## src/rtl/qdec_pkg.sv

```systemverilog
package qdec_pkg;

    localparam int EV_N       = 11;
    localparam int EV_ILLEGAL = 0;
    localparam int EV_POS_UNF = 1;
    localparam int EV_POS_OVF = 2;
    localparam int EV_POS_CHG = 3;
    localparam int EV_DIR     = 4;
    localparam int EV_POS_CMP = 5;
    localparam int EV_ROT_OVF = 6;
    localparam int EV_ROT_UNF = 7;
    localparam int EV_IDX     = 8;
    localparam int EV_IDX_ERR = 9;
    localparam int EV_ROT_CMP = 10;

    typedef logic [EV_N-1:0] ev_vec_t;

    typedef enum logic [1:0] {
        STEP_NONE = 2'd0,
        STEP_UP   = 2'd1,
        STEP_DN   = 2'd2,
        STEP_BAD  = 2'd3
    } step_e;

endpackage

```

## src/rtl/qdec_in_filter.sv

```systemverilog
module qdec_in_filter #(
    parameter int N       = 3,
    parameter int DEB_CYC = 4
) (
    input  logic         clk,
    input  logic         rst_n,
    input  logic         dbn_en_i,
    input  logic [N-1:0] raw_i,
    output logic [N-1:0] clean_o
);

    localparam int CNT_W = $clog2(DEB_CYC + 1);

    for (genvar g = 0; g < N; g++) begin : g_lane
        typedef struct packed {
            logic             s1;
            logic             s2;
            logic             lvl;
            logic [CNT_W-1:0] cnt;
        } lane_t;

        lane_t lane_q, lane_d;

        always_comb begin
            lane_d    = lane_q;
            lane_d.s1 = raw_i[g];
            lane_d.s2 = lane_q.s1;
            if (!dbn_en_i) begin
                lane_d.lvl = lane_q.s2;
                lane_d.cnt = '0;
            end else if (lane_q.s2 == lane_q.lvl) begin
                lane_d.cnt = '0;
            end else if (lane_q.cnt == CNT_W'(DEB_CYC - 1)) begin
                lane_d.lvl = lane_q.s2;
                lane_d.cnt = '0;
            end else begin
                lane_d.cnt = lane_q.cnt + CNT_W'(1);
            end
        end

        always_ff @(posedge clk or negedge rst_n) begin
            if (!rst_n) lane_q <= '0;
            else        lane_q <= lane_d;
        end

        assign clean_o[g] = lane_q.lvl;

        AST_DBN_OFF_TRACKS: assert property (@(posedge clk) disable iff (!rst_n)
            !dbn_en_i |=> (lane_q.lvl == $past(lane_q.s2)));

        AST_DBN_NEEDS_STABLE: assert property (@(posedge clk) disable iff (!rst_n)
            (dbn_en_i && (lane_d.lvl != lane_q.lvl)) |-> (lane_q.s2 == $past(lane_q.s2)));
    end

endmodule

```

## src/rtl/qdec_track.sv

```systemverilog
module qdec_track
    import qdec_pkg::*;
#(
    parameter int POS_W = 16,
    parameter int ROT_W = 12,
    parameter int LVL_W = 2
) (
    input  logic             clk,
    input  logic             rst_n,
    input  logic             a_i,
    input  logic             b_i,
    input  logic             idx_i,
    input  logic             scale_i,
    input  logic             idx_en_i,
    input  logic [POS_W-1:0] pos_max_i,
    input  logic [POS_W-1:0] pos_cmp_i,
    input  logic [ROT_W-1:0] rot_cmp_i,
    input  logic [LVL_W-1:0] chg_lvl_i,
    output logic [POS_W-1:0] pos_o,
    output logic [ROT_W-1:0] rot_o,
    output logic             dir_o,
    output ev_vec_t          ev_o
);

    localparam int ACC_W = (1 << LVL_W) + 1;

    typedef struct packed {
        logic [1:0]       ab;
        logic             idx;
        logic [POS_W-1:0] pos;
        logic [ROT_W-1:0] rot;
        logic             dir;
        logic             dir_known;
        logic [ACC_W-1:0] acc;
    } trk_t;

    trk_t             trk_q, trk_d;
    ev_vec_t          ev;
    step_e            step;
    logic [1:0]       ab_now, flip;
    logic             dir_up, count_en, rot_upd;
    logic [ACC_W-1:0] acc_nxt, acc_mag, thr;

    always_comb begin
        trk_d    = trk_q;
        ev       = '0;
        rot_upd  = 1'b0;
        ab_now   = {a_i, b_i};
        flip     = ab_now ^ trk_q.ab;
        dir_up   = trk_q.ab[1] ^ ab_now[0];
        thr      = ACC_W'(1) << chg_lvl_i;
        acc_nxt  = trk_q.acc;
        acc_mag  = '0;

        if (flip == 2'b11)      step = STEP_BAD;
        else if (flip != 2'b00) step = dir_up ? STEP_UP : STEP_DN;
        else                    step = STEP_NONE;

        count_en = ((step == STEP_UP) || (step == STEP_DN)) && (!scale_i || flip[1]);

        trk_d.ab  = ab_now;
        trk_d.idx = idx_i;

        if (step == STEP_BAD) ev[EV_ILLEGAL] = 1'b1;

        if ((step == STEP_UP) || (step == STEP_DN)) begin
            if (trk_q.dir_known && (dir_up != trk_q.dir)) ev[EV_DIR] = 1'b1;
            trk_d.dir       = dir_up;
            trk_d.dir_known = 1'b1;
        end

        if (count_en) begin
            if (dir_up) begin
                acc_nxt = trk_q.acc + ACC_W'(1);
                if (trk_q.pos == pos_max_i) begin
                    trk_d.pos       = '0;
                    ev[EV_POS_OVF]  = 1'b1;
                    trk_d.rot       = trk_q.rot + ROT_W'(1);
                    rot_upd         = 1'b1;
                    if (trk_q.rot == '1) ev[EV_ROT_OVF] = 1'b1;
                end else begin
                    trk_d.pos = trk_q.pos + POS_W'(1);
                end
            end else begin
                acc_nxt = trk_q.acc - ACC_W'(1);
                if (trk_q.pos == '0) begin
                    trk_d.pos       = pos_max_i;
                    ev[EV_POS_UNF]  = 1'b1;
                    trk_d.rot       = trk_q.rot - ROT_W'(1);
                    rot_upd         = 1'b1;
                    if (trk_q.rot == '0) ev[EV_ROT_UNF] = 1'b1;
                end else begin
                    trk_d.pos = trk_q.pos - POS_W'(1);
                end
            end

            if (trk_d.pos == pos_cmp_i)             ev[EV_POS_CMP] = 1'b1;
            if (rot_upd && (trk_d.rot == rot_cmp_i)) ev[EV_ROT_CMP] = 1'b1;

            acc_mag = acc_nxt[ACC_W-1] ? (~acc_nxt + ACC_W'(1)) : acc_nxt;
            if (acc_mag >= thr) begin
                ev[EV_POS_CHG] = 1'b1;
                trk_d.acc      = '0;
            end else begin
                trk_d.acc      = acc_nxt;
            end
        end

        if (idx_en_i && idx_i && !trk_q.idx) begin
            ev[EV_IDX] = 1'b1;
            if (trk_q.pos != '0) ev[EV_IDX_ERR] = 1'b1;
        end
    end

    always_ff @(posedge clk or negedge rst_n) begin
        if (!rst_n) trk_q <= '0;
        else        trk_q <= trk_d;
    end

    assign pos_o = trk_q.pos;
    assign rot_o = trk_q.rot;
    assign dir_o = trk_q.dir;
    assign ev_o  = ev;

    AST_BAD_KEEPS_POS: assert property (@(posedge clk) disable iff (!rst_n)
        (step == STEP_BAD) |=> $stable(trk_q.pos));

    AST_OVF_TO_ZERO: assert property (@(posedge clk) disable iff (!rst_n)
        ev[EV_POS_OVF] |=> (trk_q.pos == '0));

    AST_UNF_TO_MAX: assert property (@(posedge clk) disable iff (!rst_n)
        ev[EV_POS_UNF] |=> (trk_q.pos == $past(pos_max_i)));

    AST_ROT_ONLY_ON_WRAP: assert property (@(posedge clk) disable iff (!rst_n)
        (!ev[EV_POS_OVF] && !ev[EV_POS_UNF]) |=> $stable(trk_q.rot));

    AST_IDX_ERR_NEEDS_IDX: assert property (@(posedge clk) disable iff (!rst_n)
        ev[EV_IDX_ERR] |-> ev[EV_IDX]);

endmodule

```

## src/rtl/quad_decoder.sv

```systemverilog
module quad_decoder
    import qdec_pkg::*;
#(
    parameter int POS_W   = 16,
    parameter int ROT_W   = 12,
    parameter int LVL_W   = 2,
    parameter int DEB_CYC = 4
) (
    input  logic             clk,
    input  logic             rst_n,
    input  logic             pha_i,
    input  logic             phb_i,
    input  logic             idx_i,
    input  logic             dbn_en_i,
    input  logic             scale_i,
    input  logic             idx_en_i,
    input  logic [POS_W-1:0] pos_max_i,
    input  logic [POS_W-1:0] pos_cmp_i,
    input  logic [ROT_W-1:0] rot_cmp_i,
    input  logic [LVL_W-1:0] chg_lvl_i,
    input  logic [EV_N-1:0]  int_en_i,
    input  logic [EV_N-1:0]  status_clr_i,
    output logic [EV_N-1:0]  status_o,
    output logic [POS_W-1:0] pos_o,
    output logic [ROT_W-1:0] rot_o,
    output logic             dir_o,
    output logic             irq_o
);

    logic [2:0] clean;
    ev_vec_t    ev;
    ev_vec_t    status_q, status_d;

    qdec_in_filter #(
        .N       (3),
        .DEB_CYC (DEB_CYC)
    ) u_filter (
        .clk      (clk),
        .rst_n    (rst_n),
        .dbn_en_i (dbn_en_i),
        .raw_i    ({idx_i, phb_i, pha_i}),
        .clean_o  (clean)
    );

    qdec_track #(
        .POS_W (POS_W),
        .ROT_W (ROT_W),
        .LVL_W (LVL_W)
    ) u_track (
        .clk       (clk),
        .rst_n     (rst_n),
        .a_i       (clean[0]),
        .b_i       (clean[1]),
        .idx_i     (clean[2]),
        .scale_i   (scale_i),
        .idx_en_i  (idx_en_i),
        .pos_max_i (pos_max_i),
        .pos_cmp_i (pos_cmp_i),
        .rot_cmp_i (rot_cmp_i),
        .chg_lvl_i (chg_lvl_i),
        .pos_o     (pos_o),
        .rot_o     (rot_o),
        .dir_o     (dir_o),
        .ev_o      (ev)
    );

    always_comb begin
        status_d = (status_q & ~status_clr_i) | ev;
    end

    always_ff @(posedge clk or negedge rst_n) begin
        if (!rst_n) status_q <= '0;
        else        status_q <= status_d;
    end

    assign status_o = status_q;
    assign irq_o    = |(status_q & int_en_i);

    AST_STATUS_STICKY: assert property (@(posedge clk) disable iff (!rst_n)
        1'b1 |=> (($past(status_o) & ~$past(status_clr_i) & ~status_o) == '0));

endmodule

```

## config.mk

```make
export PLATFORM = sky130hd
export DESIGN_NAME = quad_decoder
export DESIGN_NICKNAME = d
export VERILOG_FILES = /design/src/rtl/qdec_pkg.sv /design/src/rtl/qdec_in_filter.sv /design/src/rtl/qdec_track.sv /design/src/rtl/quad_decoder.sv
export SDC_FILE = /design/constraint.sdc
export NUM_CORES = 1
export LEC_CHECK = 0
export BUFFER_PORTS_ARGS = -buffer_cell sky130_fd_sc_hd__buf_2
export CAP_MARGIN = 10
export CORE_ASPECT_RATIO = 2
export CORE_MARGIN = 4
export CORE_UTILIZATION = 56
export CTS_CLUSTER_DIAMETER = 200
export DETAILED_ROUTE_END_ITERATION = 10
export GPL_TIMING_DRIVEN = 0
export PLACE_DENSITY = 0.84
export SYNTH_ARGS = -nofsm -noshare
export SYNTH_HDL_FRONTEND = slang
export SYNTH_SLANG_ARGS = --single-unit
```

## constraint.sdc

```tcl
create_clock -name clk -period 5.4 [get_ports clk]
set_input_delay 1.08 -clock clk [delete_from_list [all_inputs] [get_ports clk]]
set_output_delay 1.08 -clock clk [all_outputs]
set_load 0.05 [all_outputs]
```

==> key figures, run 1 <==
CTS
  – Clock sinks: 67
  – H-tree Lvls: 3
  – CTS Hold Buffers Added: 0
  – Root buffer cell: clkbuf_16
  – Post-CTS setup buffers: 0
  – Post-CTS sizing: 0
  – Clk slew on worst S/H paths: around 0.06 ns
  – CTS buffer count: 9
  – Clock Latency Late Sink: 0.35 ns
  – CTS tree: yes
  – Bufs on Longest Clock Path: 2

Timing
  – FMAX: between 200 and 250 MHz
  – Fin. Hold Viols: 0
  – Min setup slack post-route: about 0.60 ns
  – Final Skew: 0.005670 ns
  – WHS: about 0.35 ns
  – Measured slew at the worst slew-check pin: just under 0.9 ns
  – Final setup viols: 0
  – Slew Viols, Final: 0
  – Final Cycle Share: between 80% and 90%
  – RSZ-0062 raised after global routing: false
  – Setup TNS: 0 ns
  – Min Tclk post-route: a little under 5 ns
  – Slew headroom: 40.58%

Route
  – Remaining DRCs: 0
  – Routed met2 length: about 9.7 mm
  – Final antenna-violating net count: 0
  – Highest routed layer: met4
  – Met3 WL: about 1.1 mm
  – Drt wl/cell: ~20 um
  – Iter 0 DRT Violations: between 300 and 400
  – Via/cell ratio: slightly above 6
  – Final WL: 18.23 mm
  – DRT Pass-1 Iters: 5
  – Vias post-DR: approximately 5500
  – Routed met1 length: 6.505 mm

Logic synthesis
  – Area contributors post-synth: dfrtp_1, xor2_1, xnor2_1
  – Top_reg_cell synth: dfrtp_1
  – Async S/R FF share, synth: 100.0%
  – FF+latch count, synth: 67
  – Synth unique cells: 70
  – Post-synth EDFFs: 0
  – Yosys warnings: 0
  – Syn Nets: between 700 and 800
  – Register area share after synthesis: between 30% and 40%
  – Mapped cell area: around 0.0055 mm^2
  – Synth top area share: 30.73%
  – Yosys top cell by area: dfrtp_1
  – Mapped Cells: between 600 and 700
  – Syn_area_per_cell: around 8.5 um^2

Worst setup path
  – R2R depth: 20
  – Worst path required time: roughly 5.7 ns
  – Crit path max fanout: 19
  – R2R Path End: u_track.trk_q[4]$_DFFE_PN0P_
  – Reg-to-reg slack, setup: roughly 0.60 ns
  – Crit path capture type: flip-flop
  – Worst setup SP type: flip-flop
  – Setup CP Type: flip-flop to flip-flop
  – Critical Path AT: slightly above 5 ns
  – R2r startpoint: u_track.trk_q[37]$_DFF_PN0_
  – Critical Path Start: u_track.trk_q[37]$_DFF_PN0_

Global route
  – First-pass GRT wire length: between 20 and 30 mm
  – Initial antenna violation count: 0
  – Pin count of the biggest net entering global routing: between 60 and 70
  – Vias in the first global route: roughly 5700
  – GRT Util Overall: about a third
  – Gr ovfl total: 0

Floorplanning
  – Core Box Area: approximately 0.0094 mm^2
  – Die W: around 78 um
  – Die area: about 0.011 mm^2
  – Ports: about 120
  – Row cnt: 50
  – Initial Utilization: between 50% and 60%
  – Die Ht: 147.6 um

Cells and area
  – Final cell count without fillers: about 900
  – Share of layout cells above drive strength 1: between 20% and 30%
  – Nets: approximately 860
  – # diodes: 0
  – Area delta synth->final: 19.24%
  – Post-layout util: between 60 and 70%
  – Filler cells: 802

Worst hold path
  – Hold-critical path depth: 0
  – HP Class: flip-flop to flip-flop
  – HP Start: u_filter.g_lane[2].lane_d[4]$_DFF_PN0_
  – WHS Endpoint: u_filter.g_lane[2].lane_q[4]$_DFF_PN0_

Placed design
  – Detailed placer's ending HPWL: around 14 mm
  – GP Congestion: roughly 0.98
  – IO buf count: roughly 120
  – Placed cell count: approximately 890
  – Worst slack at placement: approximately 0.38 ns

Run
  – Max Cap Viol: 0

Power and ir drop
  – Leak Pwr: around 0.003 uW
  – PwrDens: between 500 and 600 mW/mm^2
  – Max IR drop VDD: about 0.00035 V

Run status
  – Outcome: finished, final reports clean
cell families (layout without fill, tap and decap cells):
logic type / count (synthesis) / count (layout) / synth area share, %
AND/OR/NAND/NOR: 245 / 245 / 24.51
XOR/XNOR: 77 / 77 / 12.70
AO/OA/AOI/OAI: 133 / 133 / 16.69
multiplexers: 10 / 10 / 1.949
buffers and inverters: 97 / 228 / 9.745
flip-flops: 67 / 67 / 30.73
adder cells (fa/ha/maj): 16 / 16 / 3.669
per-stage QoR:
step                area (um^2)  power, uW
global route               6506       3608
floorplan                  5456       2246
finish                     6506       3408
global placement           6200       2690
CTS                        6510       3376
detailed placement         6202       2744
cells in the mapped netlist (10+ instances only):
| cell type | count |
|---|---|
| a21oi_1 | 20 |
| buf_4 | 34 |
| clkbuf_1 | 23 |
| dfrtp_1 | 67 |
| ha_1 | 16 |
| inv_1 | 27 |
| nand2_1 | 69 |
| nand2b_1 | 11 |
| nand3_1 | 25 |
| nor2_1 | 41 |
| nor3_1 | 17 |
| o21ai_0 | 34 |
| o22ai_1 | 10 |
| or4_1 | 12 |
| xnor2_1 | 37 |
| xor2_1 | 39 |
power breakdown:
| part | switching, uW | total [uW] | internal (uW) |
|---|---|---|---|
| combinational | 1320 | 2060 | 737 |
| clock | 262 | 628 | 366 |
| sequential | 115 | 723 | 608 |
| total | 1700 | 3410 | 1710 |
routing by layer:
metal | vias up | global-route usage [%]
li1 | 2537 | -
met1 | 2643 | 34.19
met2 | 258 | 57.95
met3 | 58 | 6.220
met4 | 0 | 18.36
met5 | - | 0
registers in the layout, summed over array words and instances (netlist names):
register and count:
u_filter.g_lane.lane_q 12, u_track.trk_q 9, u_filter.g_lane.lane_d 3, u_filter.clean_o 3
status_o 11, u_track.pos_o 16, u_track.dir_o 1, u_track.rot_o 12
cell usage in the layout (no fill, tap or decap), types with 8 or more instances in the layout:
master	netlist	routed
nand2b_1	11	11
a21oi_1	20	20
nor2_1	41	41
buf_2	8	123
ha_1	16	16
or3_1	8	8
o31ai_1	9	9
o21ai_0	34	34
nand3_1	25	25
nand4_1	8	8
buf_4	34	35
nor3_1	17	17
clkbuf_1	23	22
o22ai_1	10	10
xnor2_1	37	37
inv_1	27	27
dfrtp_1	67	67
nand2_1	69	69
clkbuf_16	0	9
nor4_1	9	9
xor2_1	39	39
or4_1	12	12
how the worst max path moves through the flow:
stage | endpoint | slack, ns | cells past startpoint
2_1_floorplan | u_track.trk_q[4]$_DFFE_PN0P_ | 1.16 | 21
3_3_place_gp | u_track.trk_q[4]$_DFFE_PN0P_ | 0.45 | 21
3_5_place_dp | u_track.trk_q[4]$_DFFE_PN0P_ | 0.38 | 21
4_1_cts | u_track.trk_q[4]$_DFFE_PN0P_ | 0.34 | 21
5_1_grt | u_track.trk_q[4]$_DFFE_PN0P_ | 0.30 | 20
6_report | u_track.trk_q[4]$_DFFE_PN0P_ | 0.60 | 20
worst max-delay path, stage by stage (launching register included):
cell,delay (ns)
dfrtp_1,0.54
xor2_4,0.40
inv_2,0.12
buf_4,0.21
buf_4,0.19
buf_6,0.18
xnor2_1,0.14
ha_1,0.26
or3_1,0.33
a21oi_1,0.14
o21ai_0,0.16
xor2_1,0.34
nor2_1,0.10
xnor2_1,0.14
ha_1,0.29
a21o_1,0.16
a21o_1,0.16
a21oi_1,0.24
o31a_1,0.27
nand2_1,0.10
o31ai_1,0.25
layout make-up:
class	count	area (um^2)	area share [%]
Tap cell	130	162.7	2.500
Multi-Input combinational cell	481	3248	49.92
Timing Repair Buffer	116	583.1	8.962
Clock buffer	9	225.2	3.462
Inverter	28	105.1	1.615
Sequential cell	67	1677	25.77
Buffer	68	422.9	6.500
Clock inverter	7	82.58	1.269
(Power assumes the default switching activity.)
==> run 2: changes to the inputs <==
--- a/config.mk
+++ b/config.mk
@@ -5,7 +5,7 @@
 export SDC_FILE = /design/constraint.sdc
 export NUM_CORES = 1
 export LEC_CHECK = 0
-export BUFFER_PORTS_ARGS = -buffer_cell sky130_fd_sc_hd__buf_2
+export BUFFER_PORTS_ARGS = -buffer_cell sky130_fd_sc_hd__buf_4
 export CAP_MARGIN = 10
 export CORE_ASPECT_RATIO = 2
 export CORE_MARGIN = 4
@@ -14,6 +14,7 @@
 export DETAILED_ROUTE_END_ITERATION = 10
 export GPL_TIMING_DRIVEN = 0
 export PLACE_DENSITY = 0.84
+export RECOVER_POWER = 100
 export SYNTH_ARGS = -nofsm -noshare
 export SYNTH_HDL_FRONTEND = slang
 export SYNTH_SLANG_ARGS = --single-unit
==> run 2 against run 1 <==
The flow now finishes with violations (max-capacitance violations, max-slew violations). Cell area grew 1.5%. Via count increased by 2.6%. Global-route usage increased by 0.66 points. Routed wire length rose by 3.7%. Worst setup slack worse by 0.062 ns. Cell count did not move. Clock skew is 0.0037 ns higher. Core utilization is 1.0 points higher. Flip-flop and latch count is the same. Register-to-register slack got worse by 0.06 ns. Highest routed layer unchanged.
==> key figures, run 2 (same netlist as run 1, synthesis figures left out) <==
Placed design
  – GP Congestion: 1.002 (+2.6%)
  – IO buf count: 116 (unchanged)
  – Placed cell count: 891 (unchanged)
  – Detailed placer's ending HPWL: 14.06 mm (+2.3%)
  – Worst slack at placement: 0.3921 ns (+0.01606 ns)

Power and ir drop
  – Max IR drop VDD: 0.0003406 V (-1.4%)
  – PwrDens: 514.9 mW/mm^2 (-1.7%)
  – Leak Pwr: 0.002879 uW (-4.4%)

Cells and area
  – # diodes: 0 (unchanged)
  – Filler cells: 801 (-0.12%)
  – Final cell count without fillers: 906 (unchanged)
  – Area delta synth->final: 20.98%
  – Largest register FFs: 16 (unchanged)
  – Nets: 863 (unchanged)
  – Share of layout cells above drive strength 1: 19.46% (-6.7 points)
  – Commonest cells after routing, fill and taps aside: buf_4, nand2_1, clkbuf_1, dfrtp_1, nor2_1
  – Most common cell after layout, fill and taps aside: buf_4
  – Post-layout util: 69.88% (+1.0 points)

Global route
  – Initial antenna violation count: 0 (unchanged)
  – Layer with the highest usage: met2
  – GR Layer Usage met3: 4.268% (-2.0 points)
  – First-pass GRT wire length: 29.41 mm (+1.5%)
  – Gr ovfl total: 0 (unchanged)
  – Pin count of the biggest net entering global routing: 68 (unchanged)
  – GRT Util Overall: 32.84% (+0.66 points)
  – Grt met2 use: 61.47% (+3.5 points)
  – Met1 Track Usage GR: 34.95% (+0.76 points)
  – Vias in the first global route: 5752 (+0.56%)

Route
  – Final antenna-violating net count: 0 (unchanged)
  – Final WL: 18.90 mm (+3.7%)
  – Via/cell ratio: 6.224 (+2.6%)
  – Vias post-DR: 5639 (+2.6%)
  – Remaining DRCs: 0 (unchanged)
  – Iter 0 DRT Violations: 405 (+7.1%)
  – DRT Pass-1 Iters: 5 (unchanged)
  – Drt wl/cell: 20.86 um (+3.7%)

Timing
  – Slew Viols, Final: 68 (+68)
  – Fin. Hold Viols: 0 (unchanged)
  – Slew headroom: -149.7% (-190 points)
  – RSZ-0062 raised after global routing: false
  – Final setup viols: 0 (unchanged)
  – Measured slew at the worst slew-check pin: 3.746 ns (+2.854 ns)
  – WHS: 0.3545 ns (+0.003344 ns)
  – Min Tclk post-route: 4.865 ns (+0.06227 ns)
  – Final Cycle Share: 90.09% (+1.2 points)
  – Min setup slack post-route: 0.5349 ns (-0.06227 ns)
  – Final Skew: 0.009360 ns (+0.003690 ns)
  – Setup TNS: 0 ns (unchanged)
  – FMAX: 205.5 MHz (-1.3%)

Floorplanning
  – Ports: 117 (unchanged)
  – Row cnt: 50 (unchanged)
  – Die Ht: 147.6 um (unchanged)
  – Initial Utilization: 57.76% (unchanged)
  – Core Box Area: 0.009447 mm^2 (unchanged)
  – Die area: 0.01148 mm^2 (unchanged)
  – Die W: 77.80 um (unchanged)

CTS
  – Bufs on Longest Clock Path: 2 (unchanged)
  – Post-CTS sizing: 0 (unchanged)
  – CTS tree: yes
  – Clock Latency Late Sink: 0.34 ns (about the same)
  – Root buffer cell: clkbuf_16
  – CTS Hold Buffers Added: 0 (unchanged)
  – Post-CTS setup buffers: 0 (unchanged)
  – Clk slew on worst S/H paths: 0.06 ns (about the same)
  – H-tree Lvls: 3 (unchanged)
  – Clock sinks: 67 (unchanged)
  – CTS buffer count: 9 (unchanged)

Worst setup path
  – Slowest CP cell: dfrtp_1
  – Worst path required time: 5.65 ns (about the same)
  – Critical Path Start: u_track.trk_q[37]$_DFF_PN0_
  – Crit path capture type: flip-flop
  – Critical Path AT: 5.11 ns (+0.06 ns)
  – Crit path to: u_track.trk_q[4]$_DFFE_PN0P_
  – R2R Path End: u_track.trk_q[4]$_DFFE_PN0P_
  – R2r startpoint: u_track.trk_q[37]$_DFF_PN0_
  – Reg-to-reg slack, setup: 0.53 ns (-0.06 ns)
  – Worst path max stage delay: 0.55 ns (about the same)
  – Crit path max fanout: 19 (unchanged)
  – R2R depth: 20 (unchanged)
  – Setup CP Type: flip-flop to flip-flop
  – Crit-path cells: xor2_4 -> inv_1 -> buf_4 -> buf_4 -> buf_6 -> xnor2_1 -> ha_1 -> or3_1 -> a21oi_1 -> o21ai_0 -> xor2_1 -> nor2_1 -> xnor2_1 -> ha_1 -> a21o_1 -> a21o_1 -> a21oi_1 -> o31a_1 -> nand2_1 -> o31ai_1
  – Worst setup SP type: flip-flop

Run status
  – Violated checks: max-capacitance violations, max-slew violations
  – Outcome: finished with violations

Worst hold path
  – HP Class: flip-flop to flip-flop
  – Hold-critical path depth: 0 (unchanged)

Run
  – Max Cap Viol: 1 (+1)
## run 2: worst max-delay path, delay by kind of cell (launching register included)
| kind | cells | cell delay (ns) |
|---|---|---|
| DFF | 1 | 0.55 |
| buffers and inverters | 4 | 0.79 |
| and+or+nand+nor | 3 | 0.50 |
| xor gates and xnor gates | 4 | 1.00 |
| AOI/OAI and AO/OA | 7 | 1.37 |
| adders and majority gates | 2 | 0.54 |
## run 2: final cells by class
type / count / area [um^2] / share of cell area, %
multi-input cells: 481 / 3228 / 48.90
flip-flops and latches: 67 / 1677 / 25.40
repair buffers: 116 / 705.7 / 10.69
plain buffers: 68 / 417.9 / 6.331
clock buffers: 9 / 225.2 / 3.412
well taps: 130 / 162.7 / 2.464
inverters: 28 / 105.1 / 1.592
clock inverters: 7 / 80.08 / 1.213
## run 2: worst min path at each step
stage	from	end	slack, ns
floorplan	u_filter.g_lane[0].lane_d[4]$_DFF_PN0_	u_filter.g_lane[0].lane_q[4]$_DFF_PN0_	0.33
global placement	u_filter.g_lane[2].lane_d[4]$_DFF_PN0_	u_filter.g_lane[2].lane_q[4]$_DFF_PN0_	0.33
detailed placement	u_filter.g_lane[0].lane_d[4]$_DFF_PN0_	u_filter.g_lane[0].lane_q[4]$_DFF_PN0_	0.34
CTS	u_filter.g_lane[1].lane_d[4]$_DFF_PN0_	u_filter.g_lane[1].lane_q[4]$_DFF_PN0_	0.36
global route	u_filter.g_lane[1].lane_d[4]$_DFF_PN0_	u_filter.g_lane[1].lane_q[4]$_DFF_PN0_	0.36
finish	u_filter.g_lane[0].lane_d[4]$_DFF_PN0_	u_filter.g_lane[0].lane_q[4]$_DFF_PN0_	0.35
## run 2: stage by stage
step | total power [uW] | cell area (um^2)
floorplan | 2246 | 5456
global placement | 2753 | 6490
detailed placement | 2810 | 6490
CTS | 3449 | 6795
global route | 3589 | 6601
finish | 3399 | 6601
## run 2: power by group
part | switching (uW) | internal, uW | total (uW) | leakage (uW)
clock | 260 | 365 | 624 | 0.000143
combinational | 1320 | 724 | 2050 | 0.00187
sequential | 118 | 608 | 726 | 0.000863
total | 1700 | 1700 | 3400 | 0.00288
## run 2: per-layer routing
metal | vias to the layer above | wire, um
met3 | 81 | 1053
met5 | - | 0
li1 | 2543 | -
met1 | 2717 | 6603
met2 | 298 | 10210
met4 | 0 | 1032
==> run 3: changes to the inputs <==
--- a/config.mk
+++ b/config.mk
@@ -5,15 +5,15 @@
 export SDC_FILE = /design/constraint.sdc
 export NUM_CORES = 1
 export LEC_CHECK = 0
-export BUFFER_PORTS_ARGS = -buffer_cell sky130_fd_sc_hd__buf_4
 export CAP_MARGIN = 10
 export CORE_ASPECT_RATIO = 2
 export CORE_MARGIN = 4
-export CORE_UTILIZATION = 56
+export CORE_UTILIZATION = 61
 export CTS_CLUSTER_DIAMETER = 200
 export DETAILED_ROUTE_END_ITERATION = 10
+export DONT_BUFFER_PORTS = 1
 export GPL_TIMING_DRIVEN = 0
-export PLACE_DENSITY = 0.84
+export PLACE_DENSITY = 0.79
 export RECOVER_POWER = 100
 export SYNTH_ARGS = -nofsm -noshare
 export SYNTH_HDL_FRONTEND = slang
==> run 3 against run 2 <==
The flow now finishes without violations. Cell area is 13% lower. Sequential power is 7.7% higher. Worst hold slack lost 0.0083 ns. Routed wire length down 8.1%. Flip-flop and latch count is the same. Maximum frequency rose by 0.47%. Critical path depth did not move. Via count is 9.9% lower. Die area decreased by 7.6%. Critical endpoint unchanged. Highest routed layer unchanged.
==> key figures, run 3 (same netlist as run 1, synthesis figures left out) <==
Timing
  – Min Tclk post-route: 4.842 ns (-0.02267 ns)
  – Min setup slack post-route: 0.5576 ns (+0.02267 ns)
  – Measured slew at the worst slew-check pin: 0.8400 ns (-2.906 ns)
  – FMAX: 206.5 MHz (+0.47%)
  – WHS: 0.3462 ns (-0.008330 ns)
  – Slew headroom: 43.49% (+190 points)
  – Setup TNS: 0 ns (unchanged)
  – Final Skew: 0.005628 ns (-0.003733 ns)
  – Slew Viols, Final: 0 (-100%)
  – Final setup viols: 0 (unchanged)
  – Final Cycle Share: 89.67% (-0.42 points)
  – Fin. Hold Viols: 0 (unchanged)
  – RSZ-0062 raised after global routing: false

Floorplanning
  – Row cnt: 48 (-4.0%)
  – Die Ht: 141.8 um (-4.0%)
  – Die W: 74.88 um (-3.8%)
  – Core Box Area: 0.008708 mm^2 (-7.8%)
  – Ports: 117 (unchanged)
  – Die area: 0.01061 mm^2 (-7.6%)
  – Initial Utilization: 62.66% (+4.9 points)

Cells and area
  – Commonest cells after routing, fill and taps aside: nand2_1, dfrtp_1, clkbuf_1, nor2_1, xor2_1
  – Share of layout cells above drive strength 1: 6.970% (-12 points)
  – Most common cell after layout, fill and taps aside: nand2_1
  – Largest register FFs: 16 (unchanged)
  – Nets: 747 (-13%)
  – # diodes: 0 (unchanged)
  – Post-layout util: 65.68% (-4.2 points)
  – Area delta synth->final: 4.816%

Route
  – Vias post-DR: 5079 (-9.9%)
  – DRT Pass-1 Iters: 5 (unchanged)
  – Remaining DRCs: 0 (unchanged)
  – Final WL: 17.38 mm (-8.1%)
  – Via/cell ratio: 6.683 (+7.4%)
  – Final antenna-violating net count: 0 (unchanged)
  – Iter 0 DRT Violations: 428 (+5.7%)
  – Drt wl/cell: 22.87 um (+9.6%)

Power and ir drop
  – Switching power of the nets: 1615 uW (-5.1%)
  – Seq pwr share: 24.5% (+3.1 points)
  – PwrDens: 559.1 mW/mm^2 (+8.6%)
  – Logic pwr share: 57.2% (-3.1 points)
  – Leak Pwr: 0.002348 uW (-18%)
  – Clk network pwr share: 18.3% (about the same)
  – Max IR drop VDD: 0.0003347 V (-1.7%)
  – Final Total Pwr: 3198 uW (-5.9%)
  – Sw Share: 50.51% (+0.42 points)
  – Cell Int Power: 1583 uW (-6.7%)

Global route
  – First-pass GRT wire length: 26.77 mm (-9.0%)
  – Pin count of the biggest net entering global routing: 68 (unchanged)
  – Vias in the first global route: 5052 (-12%)
  – Gr ovfl total: 0 (unchanged)
  – GRT Util Overall: 33.76% (+0.92 points)
  – Initial antenna violation count: 0 (unchanged)

Worst hold path
  – Hold-critical path depth: 0 (unchanged)
  – HP Class: flip-flop to flip-flop

Worst setup path
  – R2R depth: 20 (unchanged)
  – Setup CP Type: flip-flop to flip-flop
  – Crit path capture type: flip-flop
  – Worst setup SP type: flip-flop
  – Worst path required time: 5.64 ns (about the same)
  – Critical Path AT: 5.09 ns (-0.02 ns)
  – Crit path max fanout: 19 (unchanged)

CTS
  – Root buffer cell: clkbuf_16
  – CTS tree: yes
  – Bufs on Longest Clock Path: 2 (unchanged)
  – CTS Hold Buffers Added: 0 (unchanged)
  – Clk slew on worst S/H paths: 0.05 ns (about the same)
  – CTS buffer count: 9 (unchanged)
  – H-tree Lvls: 3 (unchanged)
  – Clock Latency Late Sink: 0.34 ns (about the same)
  – Post-CTS sizing: 0 (unchanged)
  – Clock sinks: 67 (unchanged)

Placed design
  – GP Congestion: 0.9721 (-3.0%)
  – Detailed placer's ending HPWL: 13.27 mm (-5.6%)
  – Worst slack at placement: 0.2956 ns (-0.09656 ns)
  – IO buf count: 0 (-100%)

Run status
  – Outcome: finished, final reports clean

Run
  – Max Cap Viol: 0 (-1)
==> run 3: cell types whose count changed in the layout (fill, tap and decap cells not counted), moves of 4 or more <==
cell	before	now
buf_4	101	5
clkbuf_1	68	54
clkbuf_4	4	0
inv_6	4	0
==> run 3: critical path: stages, from the launching register on <==
cell     delay (ns)
dfrtp_1        0.54
xor2_4         0.36
inv_1          0.18
buf_4          0.22
buf_4          0.19
buf_6          0.18
xnor2_1        0.14
ha_1           0.25
or3_1          0.33
a21oi_1        0.14
o21ai_0        0.17
xor2_1         0.34
nor2_1         0.10
xnor2_1        0.14
ha_1           0.30
a21o_1         0.17
a21o_1         0.18
a21oi_1        0.23
o31a_1         0.27
nand2_1        0.09
o31ai_1        0.23
==> run 3: power groups by stage <==
stage / sequential [uW] / combinational, uW / clock (uW)
2_1_floorplan: 753 / 1490 / 0
3_3_place_gp: 781 / 1800 / 0
3_5_place_dp: 789 / 1840 / 0
4_1_cts: 781 / 1870 / 590
5_1_grt: 795 / 1990 / 611
6_report: 782 / 1830 / 585
==> run 3: metal layers <==
metal	GRT usage (%)	share of wire [%]	vias up
met5	0	0	-
met4	21.20	5.6	0
met3	7.376	7.9	70
met2	56.85	52	243
met1	36.81	34	2457
li1	-	-	2309
==> run 3: worst paths after layout <==
path / from / endpoint / slack [ns]
min in group asynchronous: rst_n / u_track.pos_o[3]$_DFFE_PN0P_ / 0.43
min: u_filter.g_lane[2].lane_d[4]$_DFF_PN0_ / u_filter.g_lane[2].lane_q[4]$_DFF_PN0_ / 0.35
min reg2reg: u_filter.g_lane[2].lane_d[4]$_DFF_PN0_ / u_filter.g_lane[2].lane_q[4]$_DFF_PN0_ / 0.35
max in group asynchronous: rst_n / u_track.pos_o[8]$_DFFE_PN0P_ / 4.83
max: u_filter.clean_o[1]$_DFFE_PN0P_ / u_track.trk_q[4]$_DFFE_PN0P_ / 0.56
max reg2reg: u_filter.clean_o[1]$_DFFE_PN0P_ / u_track.trk_q[4]$_DFFE_PN0P_ / 0.56
==> run 3: layout make-up <==
type	instances	area, um^2
inverters	28	105.1
well taps	100	125.1
plain buffers	68	311.5
clock inverters	6	66.31
clock buffers	10	229.0
fillers	807	2989
flip-flops and latches	67	1677
multi-input cells	481	3206
==> run 3: stage by stage <==
stage	area (um^2)	cells
finish	5719	760
global route	5719	760
global placement	5582	745
detailed placement	5582	745
CTS	5877	761
floorplan	5456	645
==> run 3: what timing repair did <==
action                                  4_1_cts  5_1_grt
endpoints found under the hold margin         0        0
endpoints found under the setup margin        0        3
setup buffers                                 0        0
